## src/rtl/i2c_tgt_pkg.sv

```systemverilog
package i2c_tgt_pkg;
   localparam int BYTE_W = 8;
   localparam int ADDR_W = 10;
   localparam int CNT_W  = $clog2(BYTE_W + 1);
   localparam logic [4:0] HDR10 = 5'b11110;

   typedef enum logic [2:0] {
      ST_IDLE, ST_RECV, ST_AACK, ST_SEND, ST_MACK, ST_HOLD, ST_WAIT
   } tgt_state_e;

   typedef enum logic [1:0] {
      K_HEAD, K_LOW, K_DATA
   } byte_kind_e;

   typedef struct packed {
      logic ack;
      logic addr_done;
      logic rd;
      logic hit10;
      logic to_low;
      logic store;
      logic ovf;
   } verdict_t;
endpackage

```

## src/rtl/i2c_tgt_sync.sv

```systemverilog
module i2c_tgt_sync #(
   parameter int STAGES = 2
) (
   input  logic clk,
   input  logic rst_n,
   input  logic scl_in,
   input  logic sda_in,
   output logic scl_s,
   output logic sda_s,
   output logic scl_rise,
   output logic scl_fall,
   output logic start_ev,
   output logic stop_ev
);
   if (STAGES < 2) begin : g_bad_stages
      $error("i2c_tgt_sync: STAGES must be at least 2");
   end

   logic [STAGES-1:0] scl_pipe;
   logic [STAGES-1:0] sda_pipe;
   logic              scl_d;
   logic              sda_d;

   for (genvar g = 0; g < STAGES; g++) begin : g_stage
      if (g == 0) begin : g_first
         always_ff @(posedge clk or negedge rst_n) begin
            if (!rst_n) begin
               scl_pipe[g] <= 1'b1;
               sda_pipe[g] <= 1'b1;
            end else begin
               scl_pipe[g] <= scl_in;
               sda_pipe[g] <= sda_in;
            end
         end
      end else begin : g_next
         always_ff @(posedge clk or negedge rst_n) begin
            if (!rst_n) begin
               scl_pipe[g] <= 1'b1;
               sda_pipe[g] <= 1'b1;
            end else begin
               scl_pipe[g] <= scl_pipe[g-1];
               sda_pipe[g] <= sda_pipe[g-1];
            end
         end
      end
   end

   always_ff @(posedge clk or negedge rst_n) begin
      if (!rst_n) begin
         scl_d <= 1'b1;
         sda_d <= 1'b1;
      end else begin
         scl_d <= scl_pipe[STAGES-1];
         sda_d <= sda_pipe[STAGES-1];
      end
   end

   assign scl_s    = scl_pipe[STAGES-1];
   assign sda_s    = sda_pipe[STAGES-1];
   assign scl_rise = scl_s & ~scl_d;
   assign scl_fall = ~scl_s & scl_d;
   assign start_ev = scl_s & scl_d & sda_d & ~sda_s;
   assign stop_ev  = scl_s & scl_d & ~sda_d & sda_s;
endmodule

```

## src/rtl/i2c_tgt_match.sv

```systemverilog
module i2c_tgt_match
   import i2c_tgt_pkg::*;
#(
   parameter bit ADDR10_EN = 1'b1
) (
   input  logic [BYTE_W-1:0] byte_v,
   input  byte_kind_e        kind,
   input  logic [ADDR_W-1:0] own_addr,
   input  logic              mode10,
   input  logic              hit10_q,
   input  logic              rx_full,
   output verdict_t          verd
);
   logic mode10_eff;

   if (ADDR10_EN) begin : g_ten
      assign mode10_eff = mode10;
   end else begin : g_seven
      assign mode10_eff = 1'b0;
   end

   always_comb begin
      verd = '0;
      case (kind)
         K_HEAD: begin
            if (mode10_eff) begin
               if (byte_v[7:3] == HDR10 && byte_v[2:1] == own_addr[9:8]) begin
                  if (!byte_v[0]) begin
                     verd.ack    = 1'b1;
                     verd.to_low = 1'b1;
                  end else if (hit10_q) begin
                     verd.ack       = 1'b1;
                     verd.addr_done = 1'b1;
                     verd.rd        = 1'b1;
                     verd.hit10     = 1'b1;
                  end
               end
            end else if (byte_v[7:1] == own_addr[6:0]) begin
               verd.ack       = 1'b1;
               verd.addr_done = 1'b1;
               verd.rd        = byte_v[0];
            end
         end
         K_LOW: begin
            if (byte_v == own_addr[7:0]) begin
               verd.ack       = 1'b1;
               verd.addr_done = 1'b1;
               verd.hit10     = 1'b1;
            end
         end
         K_DATA: begin
            if (rx_full) begin
               verd.ovf = 1'b1;
            end else begin
               verd.ack   = 1'b1;
               verd.store = 1'b1;
            end
         end
         default: verd = '0;
      endcase
   end
endmodule

```

## src/rtl/i2c_tgt_rxbuf.sv

```systemverilog
module i2c_tgt_rxbuf
   import i2c_tgt_pkg::*;
(
   input  logic              clk,
   input  logic              rst_n,
   input  logic              store,
   input  logic              ovf_set,
   input  logic [BYTE_W-1:0] byte_in,
   input  logic              rd_ack,
   input  logic              ovf_clr,
   output logic [BYTE_W-1:0] hold_q,
   output logic              full_q,
   output logic              ovf_q
);
   always_ff @(posedge clk or negedge rst_n) begin
      if (!rst_n) begin
         hold_q <= '0;
         full_q <= 1'b0;
         ovf_q  <= 1'b0;
      end else begin
         if (store) begin
            hold_q <= byte_in;
            full_q <= 1'b1;
         end else if (rd_ack) begin
            full_q <= 1'b0;
         end
         if (ovf_set) begin
            ovf_q <= 1'b1;
         end else if (ovf_clr) begin
            ovf_q <= 1'b0;
         end
      end
   end
endmodule

```

## src/rtl/i2c_target_ctl.sv

```systemverilog
module i2c_target_ctl
   import i2c_tgt_pkg::*;
#(
   parameter int SYNC_STAGES = 2,
   parameter bit ADDR10_EN   = 1'b1
) (
   input  logic              clk,
   input  logic              rst_n,
   input  logic              scl_in,
   input  logic              sda_in,
   output logic              scl_oe,
   output logic              sda_oe,
   input  logic [ADDR_W-1:0] own_addr,
   input  logic              addr10_mode,
   input  logic              stretch_rx,
   input  logic [BYTE_W-1:0] tx_data,
   input  logic              tx_load,
   input  logic              clk_release,
   input  logic              rx_read,
   input  logic              ovf_clr,
   output logic [BYTE_W-1:0] rx_data,
   output logic              rx_full,
   output logic              rx_ovf,
   output logic              tx_full,
   output logic              addr_match,
   output logic              dir_read,
   output logic              addr10_hit,
   output logic              stretching,
   output logic              irq
);
   localparam logic [CNT_W-1:0] CNT_LAST = CNT_W'(BYTE_W - 1);
   localparam logic [CNT_W-1:0] CNT_FULL = CNT_W'(BYTE_W);

   if (SYNC_STAGES < 2) begin : g_bad_sync
      $error("i2c_target_ctl: SYNC_STAGES must be at least 2");
   end

   logic scl_s, sda_s, scl_rise, scl_fall, start_ev, stop_ev;

   tgt_state_e        state_q;
   byte_kind_e        kind_q;
   logic [CNT_W-1:0]  cnt_q;
   logic [BYTE_W-1:0] shreg_q;
   logic [BYTE_W-1:0] tx_q;
   logic [BYTE_W-1:0] byte_now;
   verdict_t          verd, verd_q;
   logic              hold_tx_q, rel_q, tx_full_q, mack_q;
   logic              sda_oe_q, scl_oe_q, match_q, dir_q, hit10_q, irq_q;
   logic              byte_done;

   i2c_tgt_sync #(.STAGES(SYNC_STAGES)) u_sync (
      .clk      (clk),
      .rst_n    (rst_n),
      .scl_in   (scl_in),
      .sda_in   (sda_in),
      .scl_s    (scl_s),
      .sda_s    (sda_s),
      .scl_rise (scl_rise),
      .scl_fall (scl_fall),
      .start_ev (start_ev),
      .stop_ev  (stop_ev)
   );

   assign byte_now  = {shreg_q[BYTE_W-2:0], sda_s};
   assign byte_done = (state_q == ST_RECV) && scl_rise && (cnt_q == CNT_LAST);

   i2c_tgt_match #(.ADDR10_EN(ADDR10_EN)) u_match (
      .byte_v   (byte_now),
      .kind     (kind_q),
      .own_addr (own_addr),
      .mode10   (addr10_mode),
      .hit10_q  (hit10_q),
      .rx_full  (rx_full),
      .verd     (verd)
   );

   i2c_tgt_rxbuf u_rxbuf (
      .clk     (clk),
      .rst_n   (rst_n),
      .store   (byte_done && verd.store),
      .ovf_set (byte_done && verd.ovf),
      .byte_in (byte_now),
      .rd_ack  (rx_read),
      .ovf_clr (ovf_clr),
      .hold_q  (rx_data),
      .full_q  (rx_full),
      .ovf_q   (rx_ovf)
   );

   always_ff @(posedge clk or negedge rst_n) begin
      if (!rst_n) begin
         state_q   <= ST_IDLE;
         kind_q    <= K_HEAD;
         cnt_q     <= '0;
         shreg_q   <= '0;
         tx_q      <= '0;
         verd_q    <= '0;
         hold_tx_q <= 1'b0;
         rel_q     <= 1'b0;
         tx_full_q <= 1'b0;
         mack_q    <= 1'b0;
         sda_oe_q  <= 1'b0;
         scl_oe_q  <= 1'b0;
         match_q   <= 1'b0;
         dir_q     <= 1'b0;
         hit10_q   <= 1'b0;
         irq_q     <= 1'b0;
      end else begin
         irq_q <= 1'b0;
         if (clk_release) rel_q <= 1'b1;
         if (tx_load) begin
            tx_q      <= tx_data;
            tx_full_q <= 1'b1;
         end
         if (stop_ev) begin
            state_q  <= ST_IDLE;
            cnt_q    <= '0;
            sda_oe_q <= 1'b0;
            scl_oe_q <= 1'b0;
            match_q  <= 1'b0;
            dir_q    <= 1'b0;
            hit10_q  <= 1'b0;
         end else if (start_ev) begin
            state_q  <= ST_RECV;
            kind_q   <= K_HEAD;
            cnt_q    <= '0;
            sda_oe_q <= 1'b0;
            scl_oe_q <= 1'b0;
            match_q  <= 1'b0;
            dir_q    <= 1'b0;
         end else begin
            case (state_q)
               ST_RECV: begin
                  if (scl_rise && cnt_q < CNT_FULL) begin
                     shreg_q <= byte_now;
                     cnt_q   <= cnt_q + 1'b1;
                  end
                  if (byte_done) begin
                     verd_q <= verd;
                     irq_q  <= verd.addr_done | verd.store | verd.ovf;
                     if (verd.addr_done) begin
                        match_q <= 1'b1;
                        dir_q   <= verd.rd;
                        if (verd.hit10) hit10_q <= 1'b1;
                     end
                  end
                  if (scl_fall && cnt_q == CNT_FULL) begin
                     if (verd_q.ack) begin
                        sda_oe_q <= 1'b1;
                        state_q  <= ST_AACK;
                     end else begin
                        state_q  <= ST_WAIT;
                     end
                  end
               end
               ST_AACK: begin
                  if (scl_fall) begin
                     sda_oe_q <= 1'b0;
                     cnt_q    <= '0;
                     if (verd_q.to_low) begin
                        state_q <= ST_RECV;
                        kind_q  <= K_LOW;
                     end else if (verd_q.addr_done && verd_q.rd) begin
                        state_q   <= ST_HOLD;
                        hold_tx_q <= 1'b1;
                        scl_oe_q  <= 1'b1;
                        rel_q     <= 1'b0;
                     end else if (verd_q.store && stretch_rx) begin
                        state_q   <= ST_HOLD;
                        hold_tx_q <= 1'b0;
                        scl_oe_q  <= 1'b1;
                        rel_q     <= 1'b0;
                     end else begin
                        state_q <= ST_RECV;
                        kind_q  <= K_DATA;
                     end
                  end
               end
               ST_HOLD: begin
                  if (hold_tx_q) begin
                     if (rel_q && tx_full_q) begin
                        shreg_q   <= tx_q;
                        tx_full_q <= 1'b0;
                        sda_oe_q  <= ~tx_q[BYTE_W-1];
                        cnt_q     <= CNT_W'(1);
                        rel_q     <= 1'b0;
                        state_q   <= ST_SEND;
                     end
                  end else if (rel_q) begin
                     scl_oe_q <= 1'b0;
                     rel_q    <= 1'b0;
                     cnt_q    <= '0;
                     kind_q   <= K_DATA;
                     state_q  <= ST_RECV;
                  end
               end
               ST_SEND: begin
                  scl_oe_q <= 1'b0;
                  if (scl_fall) begin
                     if (cnt_q == CNT_FULL) begin
                        sda_oe_q <= 1'b0;
                        state_q  <= ST_MACK;
                     end else begin
                        shreg_q  <= shreg_q << 1;
                        sda_oe_q <= ~shreg_q[BYTE_W-2];
                        cnt_q    <= cnt_q + 1'b1;
                     end
                  end
               end
               ST_MACK: begin
                  if (scl_rise) begin
                     mack_q <= ~sda_s;
                     irq_q  <= 1'b1;
                  end
                  if (scl_fall) begin
                     if (mack_q) begin
                        state_q   <= ST_HOLD;
                        hold_tx_q <= 1'b1;
                        scl_oe_q  <= 1'b1;
                        rel_q     <= 1'b0;
                     end else begin
                        state_q <= ST_WAIT;
                     end
                  end
               end
               default: ;
            endcase
         end
      end
   end

   assign scl_oe     = scl_oe_q;
   assign sda_oe     = sda_oe_q;
   assign tx_full    = tx_full_q;
   assign addr_match = match_q;
   assign dir_read   = dir_q;
   assign addr10_hit = hit10_q;
   assign stretching = (state_q == ST_HOLD);
   assign irq        = irq_q;
endmodule

```

## config.mk

```make
export PLATFORM = sky130hd
export DESIGN_NAME = i2c_target_ctl
export DESIGN_NICKNAME = d
export VERILOG_FILES = /design/src/rtl/i2c_tgt_pkg.sv /design/src/rtl/i2c_tgt_sync.sv /design/src/rtl/i2c_tgt_match.sv /design/src/rtl/i2c_tgt_rxbuf.sv /design/src/rtl/i2c_target_ctl.sv
export SDC_FILE = /design/constraint.sdc
export NUM_CORES = 1
export LEC_CHECK = 0
export ABC_AREA = 1
export ABC_CLOCK_PERIOD_IN_PS = 3500
export CAP_MARGIN = 0
export CORE_MARGIN = 2
export CORE_UTILIZATION = 50
export CTS_CLUSTER_DIAMETER = 60
export DETAILED_ROUTE_END_ITERATION = 6
export GPL_ROUTABILITY_DRIVEN = 0
export GPL_TIMING_DRIVEN = 0
export PLACE_DENSITY = 0.75
export SETUP_SLACK_MARGIN = 0.05
export SLEW_MARGIN = 10
export SYNTH_ARGS = -nofsm -noshare
export SYNTH_HDL_FRONTEND = slang
export SYNTH_SLANG_ARGS = --single-unit
export TNS_END_PERCENT = 5
```

## constraint.sdc

```tcl
create_clock -name clk -period 3.5 [get_ports clk]
set_input_delay 0.35 -clock clk [delete_from_list [all_inputs] [get_ports clk]]
set_output_delay 0.35 -clock clk [all_outputs]
set_load 0.01 [all_outputs]
```

**Word-level counts from Yosys, hierarchy flattened**

Cells that the tools add are included.
Widths: inputs -> output; s select.

- Add/subtract/negate cells: 1
- Order comparisons: 1
- Equality and inequality tests: 46
- Multiplexer cells: 128
- Bitwise logic cells: 17
- Reduce and logical (&&, ||, !) cells: 37

Operators by type and width:

| cell | number |
|---|---|
| $mux 1 | 72 |
| $mux 3 | 17 |
| $ne 4x4->1 const B | 11 |
| $mux 4 | 10 |
| $mux 7 | 5 |
| $reduce_and 8->1 | 4 |
| $mux 2 | 11 |
| $pmux 7 s3 | 1 |
| $reduce_and 7->1 | 3 |
| $pmux 4 s4 | 1 |
| $pmux 3 s5 | 1 |
| $reduce_bool 3->1 | 5 |
| $reduce_bool 2->1 | 7 |
| $ne 2x2->1 const B | 6 |
| $ne 4x1->1 const B | 3 |
| $reduce_bool 6->1 | 2 |
| $logic_and 1x1->1 | 10 |
| $ne 3x3->1 const B | 3 |
| $eq 8x8->1 | 1 |
| $ne 2x1->1 const B | 4 |
| $ne 4x3->1 const B | 2 |
| $not 1->1 | 8 |
| $pmux 1 s2 | 4 |
| $pmux 1 s4 | 2 |
| 26 further kinds | 37 |

- Flip-flop bits (word level): 55
- Word-level logic and storage cells: 259

**Logic depth before layout (Yosys ltp)**

- Word-level depth: 11
- Depth in mapped cells: 13

**Hierarchy**

From an unflattened synthesis, not the netlist that was laid out.

- Cells, all modules: 487
- Area total of the unflattened synthesis: 3,359.5 µm²

Modules (own cells, without submodules):

| module | instances | cells an instance | area each (µm²) |
|---|---|---|---|
| i2c_target_ctl | 1 | 325 | 2,339.7 |
| i2c_tgt_match | 1 | 102 | 439.2 |
| i2c_tgt_rxbuf | 1 | 43 | 381.6 |
| i2c_tgt_sync | 1 | 17 | 198.9 |

**Worst setup path after synthesis**

No wires, ideal clock.

- Kind: reg2reg
- Start point: register u_sync.scl_d
- End point: register shreg_q[5]
- Library setup time: 123 ps
- Arrival time: 1,453 ps
- Data required time: 3,377 ps
- Path slack: 1,924 ps
- Stages on the path, launching flop included: 9
- Clock period less this slack: 1,576 ps
- Path through: dfstp_2 -> inv_2 -> nor2_1 -> nor2_1 -> nor3_4 -> nand4_2 -> buf_6 -> nand2_1 -> o21ai_2

- Cells in the longest elaborated chain, start to end: 5

Ends and longest elaborated chain:

| element | line | RTL |
|---|---|---|
| from (decl) | i2c_tgt_sync.sv:21 | `logic scl_d;` |
| from (signal assigned) | i2c_tgt_sync.sv:53 | `scl_d <= scl_pipe[STAGES-1];` |
| $and 1x1->1 or $not 1->1 (tied branches) | i2c_tgt_sync.sv:62, i2c_tgt_sync.sv:63, i2c_tgt_sync.sv:60 |  |
| $and 1x1->1 (on tied branches) | i2c_tgt_sync.sv:62, i2c_tgt_sync.sv:60, i2c_tgt_sync.sv:63 |  |
| $and 1x1->1 (tied with other cells) | i2c_tgt_sync.sv:62 | `assign start_ev = scl_s & scl_d & sda_d & ~sda_s;` |
| $not 1->1 (no line) or $ne 2x1->1 (tied branches) | - |  |
| $reduce_and 8->1 (no line) * | - |  |
| to (signal assigned) | i2c_target_ctl.sv:135 | `shreg_q <= byte_now;` |
| to (signal assigned) | i2c_target_ctl.sv:182 | `shreg_q <= tx_q;` |
| to (signal assigned) | i2c_target_ctl.sv:204 | `shreg_q <= shreg_q << 1;` |
| to (decl) | i2c_target_ctl.sv:43 | `logic [BYTE_W-1:0] shreg_q;` |

Mark *: on every way between the ends. The rest lies on a longest branch, timed or not.
A chain may end at the register's enable or synchronous reset.

**Worst setup path in the final report**

- Start point: register state_q[2]
- End point: output stretching

- Cells in the longest elaborated chain, start to end: 1

Ends and longest elaborated chain:

| element | line | RTL |
|---|---|---|
| from (decl) | i2c_target_ctl.sv:40 | `tgt_state_e state_q;` |
| from (signal assigned) | i2c_target_ctl.sv:92 | `state_q <= ST_IDLE;` |
| from (signal assigned) | i2c_target_ctl.sv:116 | `state_q <= ST_IDLE;` |
| from (signal assigned) | i2c_target_ctl.sv:124 | `state_q <= ST_RECV;` |
| $eq 3x3->1 | i2c_target_ctl.sv:238 | `assign stretching = (state_q == ST_HOLD);` |
| to (decl) | i2c_target_ctl.sv:28 | `output logic stretching,` |

Every way passes these cells.

==> results by group <==
Layout
  • Fraction of layout cells with a size suffix above 1: 0.145
  • Most frequent cells in the layout: nand2_1 (105), dfrtp_1 (49), clkdlybuf4s50_1 (44)
  • P&R area growth vs syn: 22.2%
  • Final non-filler cell area: about 3600 um2
  • Post-layout net count: 456
  • Commonest non-fill, non-tap cell in the layout: nand2_1
  • Fillers: 520
  • # diodes: 0

STA
  • Final period demand of the worst path: just over 2 ns
  • Min Hold Slack: between 0.1 and 0.15 ns
  • Crit share post-route: 0.591
  • FMAX: approximately 480 MHz
  • Worst clock skew: about 0.013 ns
  • Worst-Margin Slew: between 0.8 and 0.9 ns
  • Final setup TNS: 0 ns
  • Slew headroom: 0.447
  • Endpoints failing setup: 0
  • RSZ-0062 raised after global routing: false
  • Final Hold Vio Count: 0
  • Slew Limit Fails: 0

Die
  • Starting density of the core: 0.510
  • Die height: 81.3 um
  • Area of the core: about 6000 um2
  • DIE AREA: 6600 um2
  • Width of the die: a little over 80 um
  • Rows: 28
  • Total I/O pin count: 46

Routing
  • Iter 0 DRT Violations: about 200
  • Avg Vias per Cell: around 5.3
  • Routed Wire Length: approximately 6.7 mm
  • Via Count: 2653
  • Number of remaining DRC errors: 0
  • Drt wl/cell: approximately 13 um
  • First drt pass iteration count: 4
  • Antenna-violating nets left: 0

Yosys
  • Syn nets: 403
  • Synth Cell Area: a little under 3000 um2
  • Synth unique cells: 40
  • Ys flop type: dfrtp_1
  • Post-synthesis sequential area ratio: 0.464
  • Ys Warns: 0
  • Post-synth EDFFs: 0
  • Post-Synthesis Mean Instance Area: ~8.0 um2
  • Flops & latches, synth: between 50 and 60
  • Async set-reset flop share out of synthesis: 1.00
  • Instance count of the mapped netlist: between 300 and 400

Outcome
  • Status: finished, final reports clean

Critical path
  • Crit path DAT: 1.72 ns
  • Startpoint types: flop
  • Critical path class: reg -> out
  • Req. time, crit path: roughly 3.2 ns
  • CP Capture Type: output port
  • Worst Path Max Fanout: 4

Power and ir drop
  • Worst VDD drop: about 0.33 mV
  • Pwr Density: 641 nW/um2
  • Leak: between 1.5 and 2 nW

Job
  • Max cap viols: 0

Clock tree
  • H-Tree Depth: 2
  • Postcts setup bufs: 0
  • TritonCTS clock tree: yes
  • Clk_lat worst skew: roughly 0.31 ns
  • Cts bufs inserted: 5
  • Post_cts resized: 0
  • Clock Sinks: 55
  • Clk root buf: clkbuf_8
  • CTS clock-pin slew for the worst setup and hold paths: 0.11 ns
  • Max clock buf depth: 2
  • CTS Hold Bufs: 0

Global routing
  • GRT Total Usage: 0.225
  • Initial antenna violation count: 0
  • Vias in the first global route: ~2500
  • First-pass GRT wire length: around 12 mm
  • Gr ovfl total: 0
  • Pin count of the biggest net entering global routing: 36

Place
  • IO Port Bufs: between 40 and 50
  • Placed inst area: approximately 3600 um2
  • DP HPWL: just over 5 mm

Min path
  • Hold Path Class: in -> async
==> metrics by stage <==
stage               total power (W)   util  std cells  setup slack [ns]
CTS                         0.00235  0.623        502              1.42
finish                      0.00234  0.623        502              1.43
detailed placement          0.00196  0.607        494              1.58
floorplan                   0.00167      -        373              1.92
global route                0.00254  0.623        502              1.32
global placement            0.00193  0.603        493             0.427
==> metal layers <==
layer | wire length [um] | share of wire | vias up | track usage
li1 | - | - | 1304 | -
met1 | 3230 | 0.48 | 1271 | 0.316
met2 | 3130 | 0.47 | 74 | 0.374
met3 | 246 | 0.037 | 4 | 0.0289
met4 | 64 | 0.0096 | 0 | 0.0525
met5 | 0 | 0 | - | 0
==> synthesized netlist by cell type, types with 2 or more instances <==
cell type	instances	area, um2
a21oi_1	8	40.0
buf_6	2	22.5
clkbuf_1	2	7.51
dfrtp_1	49	1230
dfstp_2	6	158
ha_1	2	25.0
inv_1	42	158
inv_2	7	26.3
mux2_2	6	67.6
nand2_1	105	394
nand2_2	4	25.0
nand3_1	22	110
nand4_1	4	25.0
nor2_1	37	139
nor2_2	2	12.5
nor3_1	3	15.0
o21ai_0	29	145
o21ai_2	14	123
o22ai_1	4	25.0
xnor2_1	2	17.5
xor2_1	4	35.0
==> path summary, 6_finish.rpt <==
check                                        startpoint                endpoint  depth (start not counted)  slack, ns
max in group asynchronous                         rst_n  u_sync.sda_d$_DFF_PN1_                          2       2.72
max                              state_q[2]$_DFFE_PN0P_              stretching                          5       1.43
min reg2reg                u_sync.sda_pipe[0]$_DFF_PN1_  u_sync.sda_s$_DFF_PN1_                          0       0.36
max reg2reg                      u_sync.sda_s$_DFF_PN1_      sda_oe$_DFFE_PN0P_                          8       1.52
min                                               rst_n     tx_q[6]$_DFFE_PN0P_                          1       0.12
min in group clk           u_sync.sda_pipe[0]$_DFF_PN1_  u_sync.sda_s$_DFF_PN1_                          0       0.36
==> power breakdown <==
part | total [W] | internal, W | switching [W]
Combinational | 0.00106 | 0.000399 | 0.000659
Sequential | 0.000902 | 0.000774 | 0.000128
Clock | 0.000378 | 0.000149 | 0.000229
Total | 0.00234 | 0.00132 | 0.00102
==> sequential cells by signal, summed over array words and instances (netlist names), 2 cells and up <==
| name | cells |
|---|---|
| u_rxbuf.hold_q | 8 |
| kind_q | 2 |
| shreg_q | 7 |
| tx_q | 8 |
| cnt_q | 4 |
| state_q | 3 |
| verd_q | 5 |
==> cell type report <==
cell class | instances | area (um2) | share of cell area
clock inverters | 3 | 27.5 | 0.00755
well taps | 75 | 93.8 | 0.0257
plain buffers | 6 | 42.5 | 0.0117
flip-flops and latches | 55 | 1380 | 0.379
clock buffers | 5 | 68.8 | 0.0189
inverters | 50 | 189 | 0.0518
repair buffers | 46 | 473 | 0.130
multi-input cells | 262 | 1370 | 0.375
==> worst max-delay path: stages, from the launching register on <==
cell and delay (ns):
dfrtp_1 0.44, inv_2 0.08, nor2_1 0.10, nand2_1 0.09, inv_1 0.14, clkdlybuf4s50_1 0.56
==> cell families (layout without fill, tap and decap cells) <==
logic type | after synthesis | in the layout | synth area share
flops | 55 | 55 | 0.464
fa+ha+maj | 2 | 2 | 0.00838
mux | 6 | 6 | 0.0226
simple gates | 185 | 185 | 0.277
xor+xnor | 6 | 6 | 0.0176
buf+inv | 56 | 110 | 0.0776
compound gates | 63 | 63 | 0.133
Note: power is estimated with default switching activity, not from simulation.
